$ cat src/rtl/dec_pkg.sv
`timescale 1ns/1ps
package dec_pkg;

  localparam int ILEN   = 32;
  localparam int REG_AW = 5;

  localparam logic [6:0] OPC_REG   = 7'h33;
  localparam logic [6:0] OPC_LOAD  = 7'h03;
  localparam logic [6:0] OPC_IMM   = 7'h13;
  localparam logic [6:0] OPC_STORE = 7'h23;
  localparam logic [6:0] OPC_BR    = 7'h63;
  localparam logic [6:0] OPC_LUI   = 7'h37;
  localparam logic [6:0] OPC_JAL   = 7'h6f;
  localparam logic [6:0] OPC_JALR  = 7'h67;

  typedef enum logic [2:0] {
    FMT_NONE, FMT_I, FMT_S, FMT_B, FMT_U, FMT_J
  } imm_fmt_e;

  typedef enum logic [3:0] {
    ALU_ADD  = 4'd0,  ALU_SUB = 4'd1,  ALU_SLL = 4'd2,  ALU_SLT  = 4'd3,
    ALU_XOR  = 4'd4,  ALU_SRL = 4'd5,  ALU_SRA = 4'd6,  ALU_OR   = 4'd7,
    ALU_AND  = 4'd8,  ALU_MUL = 4'd9,  ALU_MULH = 4'd10, ALU_DIV = 4'd11,
    ALU_REM  = 4'd12
  } alu_op_e;

  typedef enum logic [1:0] {WB_ALU, WB_MEM, WB_PC4, WB_UIMM} wb_sel_e;
  typedef enum logic [1:0] {LD_BYTE, LD_HALF, LD_WORD, LD_NONE} ld_size_e;
  typedef enum logic [2:0] {BR_NONE, BR_EQ, BR_NE, BR_LT, BR_LTU} br_kind_e;
  typedef enum logic [1:0] {JMP_NONE, JMP_PCREL, JMP_REG} jmp_kind_e;

endpackage

$ cat src/rtl/dec_alusel.sv
`timescale 1ns/1ps
module dec_alusel
  import dec_pkg::*;
(
  input  logic       is_reg,
  input  logic [2:0] funct3,
  input  logic [6:0] funct7,
  output alu_op_e    op,
  output logic       ok
);

  always_comb begin
    op = ALU_ADD;
    ok = 1'b0;
    if (is_reg) begin
      unique case (funct7)
        7'h00: begin
          ok = 1'b1;
          case (funct3)
            3'd0: op = ALU_ADD;
            3'd1: op = ALU_SLL;
            3'd2: op = ALU_SLT;
            3'd4: op = ALU_XOR;
            3'd5: op = ALU_SRL;
            3'd6: op = ALU_OR;
            3'd7: op = ALU_AND;
            default: ok = 1'b0;
          endcase
        end
        7'h01: begin
          ok = 1'b1;
          case (funct3)
            3'd0: op = ALU_MUL;
            3'd1: op = ALU_MULH;
            3'd4: op = ALU_DIV;
            3'd6: op = ALU_REM;
            default: ok = 1'b0;
          endcase
        end
        7'h20: begin
          ok = (funct3 == 3'd0);
          op = ALU_SUB;
        end
        default: ok = 1'b0;
      endcase
    end else begin
      ok = 1'b1;
      case (funct3)
        3'd0: op = ALU_ADD;
        3'd2: op = ALU_SLT;
        3'd4: op = ALU_XOR;
        3'd6: op = ALU_OR;
        3'd7: op = ALU_AND;
        3'd1: begin
          op = ALU_SLL;
          ok = (funct7 == 7'h00);
        end
        3'd5: begin
          if (funct7 == 7'h00)      op = ALU_SRL;
          else if (funct7 == 7'h20) op = ALU_SRA;
          else                      ok = 1'b0;
        end
        default: ok = 1'b0;
      endcase
    end
    if (!ok) op = ALU_ADD;
  end

endmodule

$ cat src/rtl/dec_immgen.sv
`timescale 1ns/1ps
module dec_immgen
  import dec_pkg::*;
#(
  parameter int XLEN = 32
) (
  input  logic [ILEN-1:7] ibits,
  input  imm_fmt_e        fmt,
  output logic [XLEN-1:0] imm
);

  logic        s;
  logic [31:0] raw;

  assign s = ibits[31];

  always_comb begin
    unique case (fmt)
      FMT_I:   raw = {{20{s}}, ibits[31:20]};
      FMT_S:   raw = {{20{s}}, ibits[31:25], ibits[11:7]};
      FMT_B:   raw = {{19{s}}, s, ibits[7], ibits[30:25], ibits[11:8], 1'b0};
      FMT_U:   raw = {ibits[31:12], 12'd0};
      FMT_J:   raw = {{11{s}}, s, ibits[19:12], ibits[20], ibits[30:21], 1'b0};
      default: raw = 32'd0;
    endcase
  end

  generate
    if (XLEN > 32) begin : g_wide
      assign imm = {{(XLEN-32){raw[31]}}, raw};
    end else begin : g_narrow
      assign imm = raw;
    end
  endgenerate

endmodule

$ cat src/rtl/dec_ctrl.sv
`timescale 1ns/1ps
module dec_ctrl
  import dec_pkg::*;
(
  input  logic [6:0] opcode,
  input  logic [2:0] funct3,
  input  logic [6:0] funct7,
  input  logic       rd_zero,
  output imm_fmt_e   fmt,
  output alu_op_e    alu_op,
  output logic       reg_we,
  output logic       opb_imm,
  output wb_sel_e    wb_sel,
  output logic       mem_we,
  output ld_size_e   ld_size,
  output br_kind_e   br_kind,
  output jmp_kind_e  jmp_kind
);

  alu_op_e sel_op;
  logic    sel_ok;
  logic    wr;

  dec_alusel u_alusel (
    .is_reg (opcode == OPC_REG),
    .funct3 (funct3),
    .funct7 (funct7),
    .op     (sel_op),
    .ok     (sel_ok)
  );

  always_comb begin
    fmt      = FMT_NONE;
    alu_op   = ALU_ADD;
    wr       = 1'b0;
    opb_imm  = 1'b0;
    wb_sel   = WB_ALU;
    mem_we   = 1'b0;
    ld_size  = LD_NONE;
    br_kind  = BR_NONE;
    jmp_kind = JMP_NONE;
    case (opcode)
      OPC_REG: if (sel_ok) begin
        alu_op = sel_op;
        wr     = 1'b1;
      end
      OPC_IMM: if (sel_ok) begin
        alu_op  = sel_op;
        wr      = 1'b1;
        opb_imm = 1'b1;
        fmt     = FMT_I;
      end
      OPC_LOAD: if (funct3 < 3'd3) begin
        wr      = 1'b1;
        opb_imm = 1'b1;
        wb_sel  = WB_MEM;
        ld_size = ld_size_e'(funct3[1:0]);
        fmt     = FMT_I;
      end
      OPC_STORE: if (funct3 == 3'd2) begin
        mem_we  = 1'b1;
        opb_imm = 1'b1;
        fmt     = FMT_S;
      end
      OPC_BR: begin
        case (funct3)
          3'd0: br_kind = BR_EQ;
          3'd1: br_kind = BR_NE;
          3'd4: br_kind = BR_LT;
          3'd6: br_kind = BR_LTU;
          default: br_kind = BR_NONE;
        endcase
        if (br_kind != BR_NONE) begin
          alu_op = ALU_SUB;
          fmt    = FMT_B;
        end
      end
      OPC_LUI: begin
        wr     = 1'b1;
        wb_sel = WB_UIMM;
        fmt    = FMT_U;
      end
      OPC_JAL: begin
        wr       = 1'b1;
        wb_sel   = WB_PC4;
        jmp_kind = JMP_PCREL;
        fmt      = FMT_J;
      end
      OPC_JALR: if (funct3 == 3'd0) begin
        wr       = 1'b1;
        wb_sel   = WB_PC4;
        jmp_kind = JMP_REG;
        opb_imm  = 1'b1;
        fmt      = FMT_I;
      end
      default: ;
    endcase
  end

  // destination zero never reaches the register file
  assign reg_we = wr & ~rd_zero;

endmodule

$ cat src/rtl/rv_exec_decoder.sv
`timescale 1ns/1ps
module rv_exec_decoder
  import dec_pkg::*;
#(
  parameter int XLEN = 32
) (
  input  logic [31:0]     instr,
  output logic [4:0]      rs1_idx,
  output logic [4:0]      rs2_idx,
  output logic [4:0]      rd_idx,
  output logic [XLEN-1:0] imm,
  output logic [3:0]      alu_op,
  output logic            reg_we,
  output logic            opb_imm,
  output logic [1:0]      wb_sel,
  output logic            mem_we,
  output logic [1:0]      ld_size,
  output logic [2:0]      br_kind,
  output logic [1:0]      jmp_kind
);

  imm_fmt_e  fmt;
  alu_op_e   c_alu;
  wb_sel_e   c_wb;
  ld_size_e  c_ld;
  br_kind_e  c_br;
  jmp_kind_e c_jmp;

  assign rs1_idx = instr[19:15];
  assign rs2_idx = instr[24:20];
  assign rd_idx  = instr[11:7];

  dec_ctrl u_ctrl (
    .opcode   (instr[6:0]),
    .funct3   (instr[14:12]),
    .funct7   (instr[31:25]),
    .rd_zero  (instr[11:7] == 5'd0),
    .fmt      (fmt),
    .alu_op   (c_alu),
    .reg_we   (reg_we),
    .opb_imm  (opb_imm),
    .wb_sel   (c_wb),
    .mem_we   (mem_we),
    .ld_size  (c_ld),
    .br_kind  (c_br),
    .jmp_kind (c_jmp)
  );

  dec_immgen #(.XLEN(XLEN)) u_imm (
    .ibits (instr[31:7]),
    .fmt   (fmt),
    .imm   (imm)
  );

  assign alu_op   = c_alu;
  assign wb_sel   = c_wb;
  assign ld_size  = c_ld;
  assign br_kind  = c_br;
  assign jmp_kind = c_jmp;

  always_comb begin
    a_r11_no_x0_write: assert (!(reg_we && rd_idx == 5'd0))
      else $error("register write enabled for x0");
    a_r10_one_effect: assert ($countones({reg_we, mem_we, br_kind != 3'd0}) <= 1)
      else $error("more than one state-changing effect");
    a_r6_store_uses_imm: assert (!mem_we || (opb_imm && imm[XLEN-1:12] == {(XLEN-12){instr[31]}}))
      else $error("store without sign-extended immediate operand");
    a_r7_branch_even: assert (br_kind == 3'd0 || (imm[0] == 1'b0 && !opb_imm))
      else $error("branch offset odd or immediate operand selected");
    a_r9_jump_links: assert (jmp_kind == 2'd0 || wb_sel == 2'd2)
      else $error("jump without PC+4 write-back");
    a_r5_load_size: assert ((wb_sel == 2'd1) == (ld_size != 2'd3))
      else $error("load size inconsistent with memory write-back");
  end

endmodule

$ cat config.mk
export PLATFORM = sky130hd
export DESIGN_NAME = rv_exec_decoder
export DESIGN_NICKNAME = d
export VERILOG_FILES = /design/src/rtl/dec_pkg.sv /design/src/rtl/dec_alusel.sv /design/src/rtl/dec_immgen.sv /design/src/rtl/dec_ctrl.sv /design/src/rtl/rv_exec_decoder.sv
export SDC_FILE = /design/constraint.sdc
export NUM_CORES = 1
export LEC_CHECK = 0
export ABC_AREA = 1
export CAP_MARGIN = 20
export CELL_PAD_IN_SITES_DETAIL_PLACEMENT = 1
export CELL_PAD_IN_SITES_GLOBAL_PLACEMENT = 1
export CORE_MARGIN = 1.5
export CORE_UTILIZATION = 37
export DETAILED_ROUTE_END_ITERATION = 6
export DONT_BUFFER_PORTS = 1
export PLACE_DENSITY = 0.85
export SYNTH_ARGS = -nofsm -noshare
export SYNTH_HDL_FRONTEND = slang
export SYNTH_SLANG_ARGS = --single-unit
$ cat constraint.sdc
create_clock -name vclk -period 1.2
set_input_delay 0.06 -clock vclk [all_inputs]
set_output_delay 0.06 -clock vclk [all_outputs]
set_load 0.01 [all_outputs]
Yosys cells after proc, flatten, opt, wreduce, memory -nomap -nowiden
Cells that the tools add are included.
{"block": "classes", "eq_ne": 21, "n_shift": 0, "n_lt_le_gt_ge": 1, "bitwise_logic": 2, "n_mul": 0, "muxes": 40, "div": 0, "reduce_logical": 9, "add_sub_neg": 0}
{"op": "32-bit case mux with 5 select lines", "count": 1}
{"op": "4-bit case mux with 6 select lines", "count": 2}
{"op": "7-bit by 6-bit equality test with 1-bit output, second input constant", "count": 4}
{"op": "7-bit equality test, second input constant", "count": 3}
{"op": "3-bit case mux with 7 select lines", "count": 1}
{"op": "3-bit equality test, second input constant", "count": 6}
{"op": "4-bit case mux with 4 select lines", "count": 1}
{"op": "1-bit 2-to-1 mux", "count": 15}
{"op": "3-bit 2-to-1 mux", "count": 4}
{"op": "3-bit case mux with 4 select lines", "count": 1}
{"op": "4-bit case mux with 3 select lines", "count": 1}
{"op": "2-bit 2-to-1 mux", "count": 5}
{"op": "3-bit by 2-bit equality test with 1-bit output, second input constant", "count": 3}
{"op": "4-bit 2-to-1 mux", "count": 2}
{"op": "1-bit case mux with 4 select lines", "count": 2}
{"op": "2-bit case mux with 4 select lines", "count": 1}
{"op": "4-bit case mux with 2 select lines", "count": 1}
{"op": "7-bit by 1-bit equality test with 1-bit output, second input constant", "count": 1}
{"op": "7-bit by 2-bit equality test with 1-bit output, second input constant", "count": 1}
{"op": "7-bit by 5-bit equality test with 1-bit output, second input constant", "count": 1}
{"op": "7-bit logical NOT", "count": 1}
{"op": "7-bit OR reduction", "count": 1}
{"op": "3-bit by 1-bit equality test with 1-bit output, second input constant", "count": 2}
{"op": "1-bit case mux with 3 select lines", "count": 2}
{"op": "10 further kinds", "count": 11}
{"block": "totals", "romBits": 0, "latchBits": 0, "memories": 0, "out_inout_bits": 63, "wordCells": 73, "input_bits": 32, "ff_bits": 0, "ramBits": 0}

Longest topological paths before layout
Gate-level depths: netlist of run 1.
{"block": "logic_depth", "depth_word": 9, "ltp_mapped": 11, "mapped_depth_nobuf": 11}

Hierarchy
From an unflattened synthesis of run 1, not the netlist that was laid out.
{"block": "unflattened", "hier_cells": 265, "hier_area_um2": 1280.0}
{"mod": "dec_immgen", "seq_area_each_um2": 0.0, "cells_per_inst": 92, "area_per_inst_um2": 455.4, "n_inst": 1}
{"mod": "dec_alusel", "seq_area_each_um2": 0.0, "cells_per_inst": 82, "area_per_inst_um2": 376.6, "n_inst": 1}
{"mod": "dec_ctrl", "seq_area_each_um2": 0.0, "cells_per_inst": 69, "area_per_inst_um2": 309.0, "n_inst": 1}
{"mod": "rv_exec_decoder", "seq_area_each_um2": 0.0, "cells_per_inst": 22, "area_per_inst_um2": 138.9, "n_inst": 1}

Least setup slack after synthesis of run 1
Ideal clock, no wire load.
{"block": "synth_timing", "kind": "input port to output port", "start": "in instr[14]", "end": "out imm[1]", "path_stages": 9, "path_buffers": 1, "arrival_time_ps": 1241, "required_ps": 1140, "setup_slack_ps": -101, "path_cell_list": "buf_4 inv_2 nand2_1 nand2_1 nand3_2 and3_4 nand3_2 nand2_1 o21ai_0"}
{"block": "synth_via", "elab_chain_len": 9, "word_cells_on_any_way": 31, "classes_between": "order compare (1); eq/ne (11); mux (14); reduce/logical (5)"}
{"element": "from (decl)", "line": "rv_exec_decoder.sv:7", "text": "input logic [31:0] instr,"}
{"element": "3-bit equality test, or another cell as far along", "line": "dec_alusel.sv:19, dec_alusel.sv:48"}
{"element": "7-bit OR reduction (no line) / 4-bit OR reduction (equally long branches)"}
{"element": "1-bit 2-to-1 mux, on equally long branches", "line": "dec_alusel.sv:19, dec_alusel.sv:32"}
{"element": "1-bit case mux with 3 select lines", "line": "dec_alusel.sv:16", "text": "unique case (funct7)"}
{"element": "1-bit 2-to-1 mux", "line": "dec_alusel.sv:15", "text": "if (is_reg) begin"}
{"element": "1-bit 2-to-1 mux", "line": "dec_ctrl.sv:47", "text": "OPC_IMM: if (sel_ok) begin"}
{"element": "3-bit case mux with 7 select lines *", "line": "dec_ctrl.sv:42", "text": "case (opcode)"}
{"element": "3-bit equality test, or another cell as far along", "line": "dec_immgen.sv:18", "text": "unique case (fmt)"}
{"element": "32-bit case mux with 5 select lines *", "line": "dec_immgen.sv:18"}
{"element": "to (decl)", "line": "rv_exec_decoder.sv:11", "text": "output logic [XLEN-1:0] imm,"}
Every way passes the cells marked *; elsewhere a longest branch is shown, timed or not. The select of a mux whose other input is x is not followed.

Worst setup path in the final report of run 1
{"block": "layout_timing", "start": "in instr[12]", "end": "out imm[31]"}
The elaborated chain is that of the path after synthesis.

==> results.json, run 1 <==
{
  "run_status": "finished with violations",
  "violations": "setup timing",
  "whs_ns": 0.120,
  "min_period_ns": 1.62,
  "peakVddDrop_mv": 0.124,
  "fp.dieW_um": 60.1,
  "flops_and_latches": 0,
  "nFillCells": 391,
  "clkbuf_count": 0,
  "synth.distinct_cells": 28,
  "worstSetupStartpoint": "instr[12]",
  "yosysSeqAreaShare_pct": 0,
  "syn_nets": 266,
  "path_delay_family": "simple AND/OR/NAND/NOR gates",
  "die_h_um": 60.1,
  "swShare_pct": 60.9,
  "postSynthAreaPerCell_um2": 5.15,
  "power_leakage_nw": 1.08,
  "rsz0062_at_grt": "yes",
  "gp_congestion": 0.970,
  "muxShareOfSynthArea_pct": 0,
  "seqPwrFrac_pct": 0,
  "start_util_pct": 39.1,
  "utilization_pct": 68.7,
  "viasPerCell": 6.45,
  "hp-class": "in -> out",
  "fin_crit_sh_pct": 135,
  "die_area_um2": 3610,
  "num_vias": 2134,
  "grt_pass1_wl_um": 9780,
  "yosys.area_share.simple_pct": 57.3,
  "synth_compound_area_share_pct": 17.7,
  "drive_above_1_share_pct": 59.9,
  "p_int_w": 0.000135,
  "worst_pin_slew_ns": 0.432,
  "synth_area_leaders": "nand2_1 18%, buf_4 11%, nor2_1 10%, inv_1 9.7%, o21ai_0 7.9%",
  "hp-start": "instr[18]",
  "drtIter0Drc": 233,
  "fp-row-count": 20,
  "hpwlAfterDp_um": 4050,
  "max_stage_delay_ns": 0.21,
  "synth_xor_area_share_pct": 0,
  "drc_errors": 0,
  "nets": 321,
  "antenna_found_initial": 0,
  "powerDensity_nw_per_um2": 163,
  "core_um2": 3080,
  "postRouteAntennaNets": 0,
  "clock.fmax_mhz": 617,
  "io_pins": 95,
  "clockPowerShare_pct": 0,
  "pwr-share-comb_pct": 100.0,
  "finalSetupViolCount": 40,
  "synth_top_area_cell": "nand2_1",
  "path_common_cell": "buf_4",
  "post_dp_cell_area_um2": 1610,
  "area_growth_pct": 75.4,
  "track_usage_pct": 35.9,
  "maxCapViolations": 0,
  "worst-path-max-fanout": 5,
  "cp_num_buf_inv": 5,
  "fin_ws_ns": -0.421,
  "worstSetupPathType": "in -> out",
  "syn_area_um2": 1200,
  "yosysTopAreaCellShare_pct": 17.8,
  "final-hold-violation-count": 0,
  "netlist_instances": 234,
  "portBuffers": 0,
  "final_area_um2": 2110,
  "arrival_ns": 1.56,
  "pre_cts_ws_ns": -0.413,
  "synth_warnings": 0,
  "drt_pass1_iterations": 5,
  "netSwitchingPower_w": 0.000210,
  "antenna_cells": 0,
  "synthAdderAreaFrac_pct": 0,
  "grt_start_max_net_pins": 20,
  "synth_top_family_by_area": "simple AND/OR/NAND/NOR gates",
  "seqCellArea_um2": 0,
  "relSlewSlack_pct": 71.1,
  "wl_per_cell_um": 26.5,
  "crit_required_ns": 1.14,
  "drv_slew": 0,
  "end_kind": "output pin",
  "grt_overflow": 0,
  "cp_cell_sequence": "inv_4, buf_4, nand2_2, nand2_2, nand3_2, nand4_1, buf_4, nand3_4, buf_6, nand4_4, nor2_4, nor2_1, buf_4",
  "startpoint_type": "primary input",
  "finalSetupTns_ns": -13.48,
  "totalWireLength_um": 8780,
  "crit_slowest_cell": "buf_4",
  "first_global_vias": 2007
}
## cell usage after synthesis, types with 4 or more instances
master,count
nand2_1,57
nor2_1,32
o21ai_0,19
nor3_1,4
inv_2,6
buf_4,17
inv_1,31
nand2_2,7
nand4_1,7
nand3_2,5
nand3_1,11
a21oi_1,12
## kinds of logic (layout without fill, tap and decap cells)
group           count (synthesis)  in the layout
simple gates                  137            137
buf+inv                        59            112
compound gates                 38             38
## cell type report
class | instances | area (um^2) | area share, %
inverter | 37 | 164 | 7.76
multi-input combinational | 175 | 1270 | 60.2
tap | 44 | 55.1 | 2.61
timing repair buffer | 75 | 622 | 29.4
## what timing repair did
action                     in CTS  in global routing
setup buffers                  13                  5
setup endpoints to repair      38                 40
hold buffers                    0                  0
gates cloned                    0                  0
gates resized for setup        59                 38
pin swaps                      14                 11
## metrics by stage
| stage | power [W] | cells |
|---|---|---|
| global placement | 0.000210 | 313 |
| finish | 0.000345 | 331 |
| CTS | 0.000273 | 326 |
| detailed placement | 0.000219 | 313 |
| global route | 0.000356 | 331 |
| floorplan | 0.000190 | 234 |
## power groups by stage
stage	Sequential, W	Combinational, W	Clock, W
global route	0	0.000356	0
floorplan	0	0.000190	0
detailed placement	0	0.000219	0
global placement	0	0.000210	0
CTS	0	0.000273	0
finish	0	0.000345	0
## path summary, 6_finish.rpt
kind,endpoint,slack [ns],depth (start not counted)
worst max-delay path,imm[31],-0.42,13
worst min-delay path,rs1_idx[3],0.12,0
## cells in the final DEF, fill, tap and decap left out, types with 8 or more instances in the layout
master / instances
buf_4: 64
inv_1: 19
nand2_4: 8
nor2_4: 8
nand2_2: 29
a21oi_1: 10
inv_2: 11
nand2_1: 27
o21ai_0: 12
buf_6: 9
nor2_1: 25
## metal layers
layer / vias up / routed length [um] / GRT usage, %
met5: - / 0 / 0
met4: 0 / 745 / 13.3
met3: 82 / 861 / 4.98
met2: 243 / 4260 / 67.5
met1: 965 / 2910 / 40.1
li1: 844 / - / -
No activity file was read; power rests on OpenSTA's default activity.
==> run 2, diff against run 1 <==
--- a/config.mk
+++ b/config.mk
@@ -5,15 +5,15 @@
 export SDC_FILE = /design/constraint.sdc
 export NUM_CORES = 1
 export LEC_CHECK = 0
-export ABC_AREA = 1
+export ABC_AREA = 0
 export CAP_MARGIN = 20
 export CELL_PAD_IN_SITES_DETAIL_PLACEMENT = 1
 export CELL_PAD_IN_SITES_GLOBAL_PLACEMENT = 1
 export CORE_MARGIN = 1.5
-export CORE_UTILIZATION = 37
+export CORE_UTILIZATION = 47
 export DETAILED_ROUTE_END_ITERATION = 6
 export DONT_BUFFER_PORTS = 1
-export PLACE_DENSITY = 0.85
+export PLACE_DENSITY = 0.95
 export SYNTH_ARGS = -nofsm -noshare
 export SYNTH_HDL_FRONTEND = slang
 export SYNTH_SLANG_ARGS = --single-unit
==> constraint.sdc (replaced) <==
create_clock -name vclk -period 2
set_input_delay 0.1 -clock vclk [all_inputs]
set_output_delay 0.1 -clock vclk [all_outputs]
set_load 0.01 [all_outputs]
==> run 2 against run 1 <==
Effect of this change: the flow now finishes without violations; via count fell by 24%; area after synthesis grew 9.0%; die area down 13%; synthesized cell count down 12%; wire length decreased by 45%.
==> results.json, run 2 <==
{
  "run_status": "completed",
  "drt_pass1_iterations": 4,
  "fp-row-count": 18,
  "maxCapViolations": 0,
  "die_area_um2": 3120,
  "min_period_ns": 1.86,
  "powerDensity_nw_per_um2": 85.6,
  "endpoint": "imm[26]",
  "syn_nets": 238,
  "finalPower_w": 0.000123,
  "clock.fmax_mhz": 537,
  "syn_area_um2": 1310,
  "synth_area_leaders": "a21oi_1 10%, o21ai_0 8.8%, buf_4 8.6%, buf_6 4.3%, nor2_1 4.0%",
  "drv_slew": 0,
  "num_vias": 1627,
  "gr-usage-met3_pct": 3.95,
  "final_area_um2": 1440,
  "synth_warnings": 0,
  "use_met1_pct": 36.5,
  "nets": 243,
  "gr-max-usage-layer": "met2",
  "worstSetupStartpoint": "instr[5]",
  "ys_top_cells_by_count": "27 x a21oi_1, 23 x o21ai_0, 15 x buf_4",
  "peakVddDrop_mv": 0.0469,
  "clkbuf_count": 0,
  "worst_pin_slew_ns": 0.715,
  "finalSetupViolCount": 0,
  "startpoint_type": "primary input",
  "layout_common_cells": "36 x buf_4, 27 x a21oi_1, 23 x o21ai_0",
  "post_dp_cell_area_um2": 1410,
  "hpwlAfterDp_um": 3730,
  "core_um2": 2570,
  "io_pins": 95,
  "drive_above_1_share_pct": 24.9,
  "whs_ns": 0.200,
  "final-hold-violation-count": 0,
  "worstSetupPathType": "in -> out",
  "grt_pass1_wl_um": 7580,
  "area_growth_pct": 9.62,
  "worst-path-max-fanout": 19,
  "grt_start_max_net_pins": 24,
  "track_usage_pct": 29.0,
  "seqCellArea_um2": 0,
  "drc_errors": 0,
  "flops_and_latches": 0,
  "antenna_found_initial": 0,
  "final_common_cell": "buf_4",
  "wl_per_cell_um": 20.2,
  "postRouteAntennaNets": 0,
  "first_global_vias": 1593,
  "end_kind": "output pin",
  "synth_top_area_cell": "a21oi_1",
  "postSynthAreaPerCell_um2": 6.38,
  "hp-class": "in -> out",
  "yosysTopAreaCellShare_pct": 10.3,
  "drtIter0Drc": 43,
  "die_h_um": 55.9,
  "netlist_instances": 206,
  "crit_required_ns": 1.90,
  "power_leakage_nw": 0.556,
  "viasPerCell": 6.81,
  "portBuffers": 0,
  "rsz0062_at_grt": "no",
  "cts_hold_buf": 0,
  "hp-start": "instr[19]",
  "use_met2_pct": 51.2,
  "gp_congestion": 0.925,
  "yosysSeqAreaShare_pct": 0,
  "fin_crit_sh_pct": 93.2,
  "relSlewSlack_pct": 52.2,
  "grt_overflow": 0,
  "fp.dieW_um": 55.9,
  "totalWireLength_um": 4830,
  "synth.distinct_cells": 52,
  "yosysMostFrequentCell": "a21oi_1",
  "start_util_pct": 51.2,
  "arrival_ns": 1.76,
  "antenna_cells": 0
}
-- run 2: cells by family (layout without fill, tap and decap cells) --
family	after synthesis	after routing	share of synthesized area, %
compound gates	88	88	44.1
simple gates	70	70	32.2
buf+inv	43	46	19.9
mux	3	3	2.38
fa+ha+maj	1	1	0.762
xor+xnor	1	1	0.667
-- run 2: timing repair --
action / CTS / global route
setup buffers: 0 / 0
endpoints found under the setup margin: 11 / 22
resized for setup: 1 / 2
gates cloned: 0 / 0
-- run 2: power by group --
group / total (W) / leakage [nW] / internal (W) / switching [W]
combinational: 0.000123 / 0.556 / 0.0000568 / 0.0000664
clock: 0 / 0 / 0 / 0
sequential: 0 / 0 / 0 / 0
total: 0.000123 / 0.556 / 0.0000568 / 0.0000664
-- run 2: per-layer routing --
layer,vias up,wire [um]
met4,0,106
li1,751,-
met3,14,337
met1,780,1990
met2,82,2390
met5,-,0
-- run 2: worst min-delay path by stage --
stage	end	slack [ns]	cells past startpoint
6_report	rs1_idx[4]	0.20	0
5_1_grt	rs2_idx[0]	0.20	0
4_1_cts	rs2_idx[1]	0.20	0
3_5_place_dp	rs2_idx[1]	0.20	0
3_3_place_gp	rs2_idx[3]	0.20	0
2_1_floorplan	imm[31]	0.28	2
-- run 2: through the flow --
stage	instances	utilization (%)	setup slack, ns	TNS, ns
after global placement	239	55.1	0.0816	0
after global routing	239	56.1	0.0303	0
after floorplan	206	-	0.320	0
after detailed placement	239	55.1	-0.0177	-0.0611
after CTS	239	55.4	0.00698	0
final	239	56.1	0.136	0
-- run 2: final cells by class --
cell class                 count  area [um^2]
tap                           30         37.5
timing repair buffer          37          290
inverter                       9         33.8
multi-input combinational    163         1080
fill                         366         1130
-- run 2: worst max-delay path, stage by stage --
cell     delay (ns)
nor2b_1        0.25
nand2_1        0.19
o31ai_1        0.46
a21oi_4        0.19
buf_12         0.20
o21ai_0        0.21
buf_4          0.17
==> run 3, diff against run 2 <==
--- a/config.mk
+++ b/config.mk
@@ -13,7 +13,7 @@
 export CORE_UTILIZATION = 47
 export DETAILED_ROUTE_END_ITERATION = 6
 export DONT_BUFFER_PORTS = 1
-export PLACE_DENSITY = 0.95
+export PLACE_DENSITY_LB_ADDON = 0.1
 export SYNTH_ARGS = -nofsm -noshare
 export SYNTH_HDL_FRONTEND = slang
 export SYNTH_SLANG_ARGS = --single-unit
==> run 3 against run 2 <==
Effect of this change: sequential share of layout area is the same; non-clock buffer count is the same; critical path depth is the same; largest cell class unchanged.
==> results.json, run 3 (same netlist as run 2, synthesis figures left out) <==
{
  "startpoint_type": "primary input",
  "final_cell_count_no_fill": 239,
  "rsz0062_at_grt": "no",
  "io_pins": 95,
  "pwr-share-comb_pct": 100.0,
  "track_usage_pct": 27.4,
  "grt_overflow": 0,
  "crit_required_ns": 1.90,
  "area_growth_pct": 7.62,
  "maxCapViolations": 0,
  "clockPowerShare_pct": 0,
  "layout_common_cells": "37 x buf_4, 27 x a21oi_1, 23 x o21ai_0",
  "crit_slowest_cell": "or3_4",
  "fp.dieW_um": 55.9,
  "core_um2": 2570,
  "postRouteAntennaNets": 0,
  "netSwitchingPower_w": 0.0000617,
  "swShare_pct": 52.6,
  "nets": 243,
  "grt_pass1_wl_um": 7310,
  "cp_cell_sequence": "nand4bb_4, or3_4, a21oi_4, a21oi_2, buf_4, a21boi_0, buf_4",
  "drt_pass1_iterations": 4,
  "portBuffers": 0,
  "finalSetupTns_ns": 0,
  "seqCellArea_um2": 0,
  "grt_start_max_net_pins": 25,
  "gp_congestion": 0.891,
  "drive_above_1_share_pct": 24.4,
  "placed_cells": 239,
  "whs_path_depth": 0,
  "whs_endpoint": "rs1_idx[0]",
  "cp_num_buf_inv": 2,
  "pre_cts_ws_ns": 0.165,
  "clkbuf_count": 0,
  "final_common_cell": "buf_4",
  "min_period_ns": 1.85,
  "nFillCells": 365,
  "die_h_um": 55.9,
  "totalWireLength_um": 4490,
  "worst_pin_slew_ns": 0.734,
  "fin_crit_sh_pct": 92.7,
  "wl_per_cell_um": 18.8,
  "start_util_pct": 51.2,
  "end_kind": "output pin",
  "peakVddDrop_mv": 0.0549,
  "arrival_ns": 1.75,
  "worst-path-max-fanout": 24,
  "drtIter0Drc": 93,
  "relSlewSlack_pct": 50.9,
  "postCtsResizedCells": 0,
  "seqPwrFrac_pct": 0,
  "path_common_cell": "buf_4",
  "fin_ws_ns": 0.146,
  "finalSetupViolCount": 0,
  "clock.fmax_mhz": 539,
  "hpwlAfterDp_um": 3520,
  "fp-row-count": 18,
  "hp-start": "instr[15]",
  "path_delay_family": "simple AND/OR/NAND/NOR gates",
  "drc_errors": 0,
  "num_vias": 1570,
  "p_int_w": 0.0000555,
  "worstSetupPathType": "in -> out",
  "drv_slew": 0,
  "antenna_found_initial": 0,
  "hp-class": "in -> out",
  "powerDensity_nw_per_um2": 82.9,
  "cts_hold_buf": 0,
  "die_area_um2": 3120,
  "utilization_pct": 55.1,
  "post-cts-setup-buffer-count": 0,
  "flops_and_latches": 0,
  "power_leakage_nw": 0.548,
  "antenna_cells": 0,
  "max_stage_delay_ns": 0.42,
  "final-hold-violation-count": 0,
  "run_status": "completed",
  "first_global_vias": 1452,
  "viasPerCell": 6.57
}
run 3: cell count changes in the layout (fill, tap and decap cells not counted):
cell     delta
a21oi_2     +1
nor4_2      -1
buf_12      -1
buf_4       +1
nor4_1      +1
a21oi_4     -1
run 3: worst max-delay path by stage:
| stage | from | to | slack, ns | cells after the start |
|---|---|---|---|---|
| floorplan | instr[3] | imm[13] | 0.32 | 8 |
| global placement | instr[28] | reg_we | 0.23 | 7 |
| detailed placement | instr[2] | imm[6] | 0.16 | 7 |
| CTS | instr[2] | imm[6] | 0.15 | 7 |
| global route | instr[28] | alu_op[1] | 0.02 | 7 |
| finish | instr[2] | imm[6] | 0.15 | 7 |
run 3: metrics by stage:
step / power (W) / hold WS, ns / area [um^2]
after global routing: 0.000130 / 0.200 / 1410
after CTS: 0.000117 / 0.200 / 1400
after global placement: 0.000112 / 0.200 / 1400
final: 0.000117 / 0.200 / 1410
after floorplan: 0.000144 / 0.284 / 1310
after detailed placement: 0.000117 / 0.200 / 1400
run 3: metal layers:
layer / track usage (%) / vias up / part of all wire (%)
met2: 50.9 / 62 / 49
li1: - / 754 / -
met3: 1.40 / 2 / 6.9
met5: 0 / - / 0
met4: 1.70 / 0 / 0.45
met1: 36.3 / 752 / 43
run 3: power by group through the flow:
stage	clock network, W	registers (W)	logic (W)
floorplan	0	0	0.000144
global route	0	0	0.000130
global placement	0	0	0.000112
finish	0	0	0.000117
CTS	0	0	0.000117
detailed placement	0	0	0.000117
run 3: layout make-up:
cell class | instances | area (um^2) | area share (%)
well taps | 30 | 37.5 | 2.65
repair buffers | 37 | 278 | 19.6
inverters | 9 | 33.8 | 2.39
multi-input cells | 163 | 1060 | 75.3
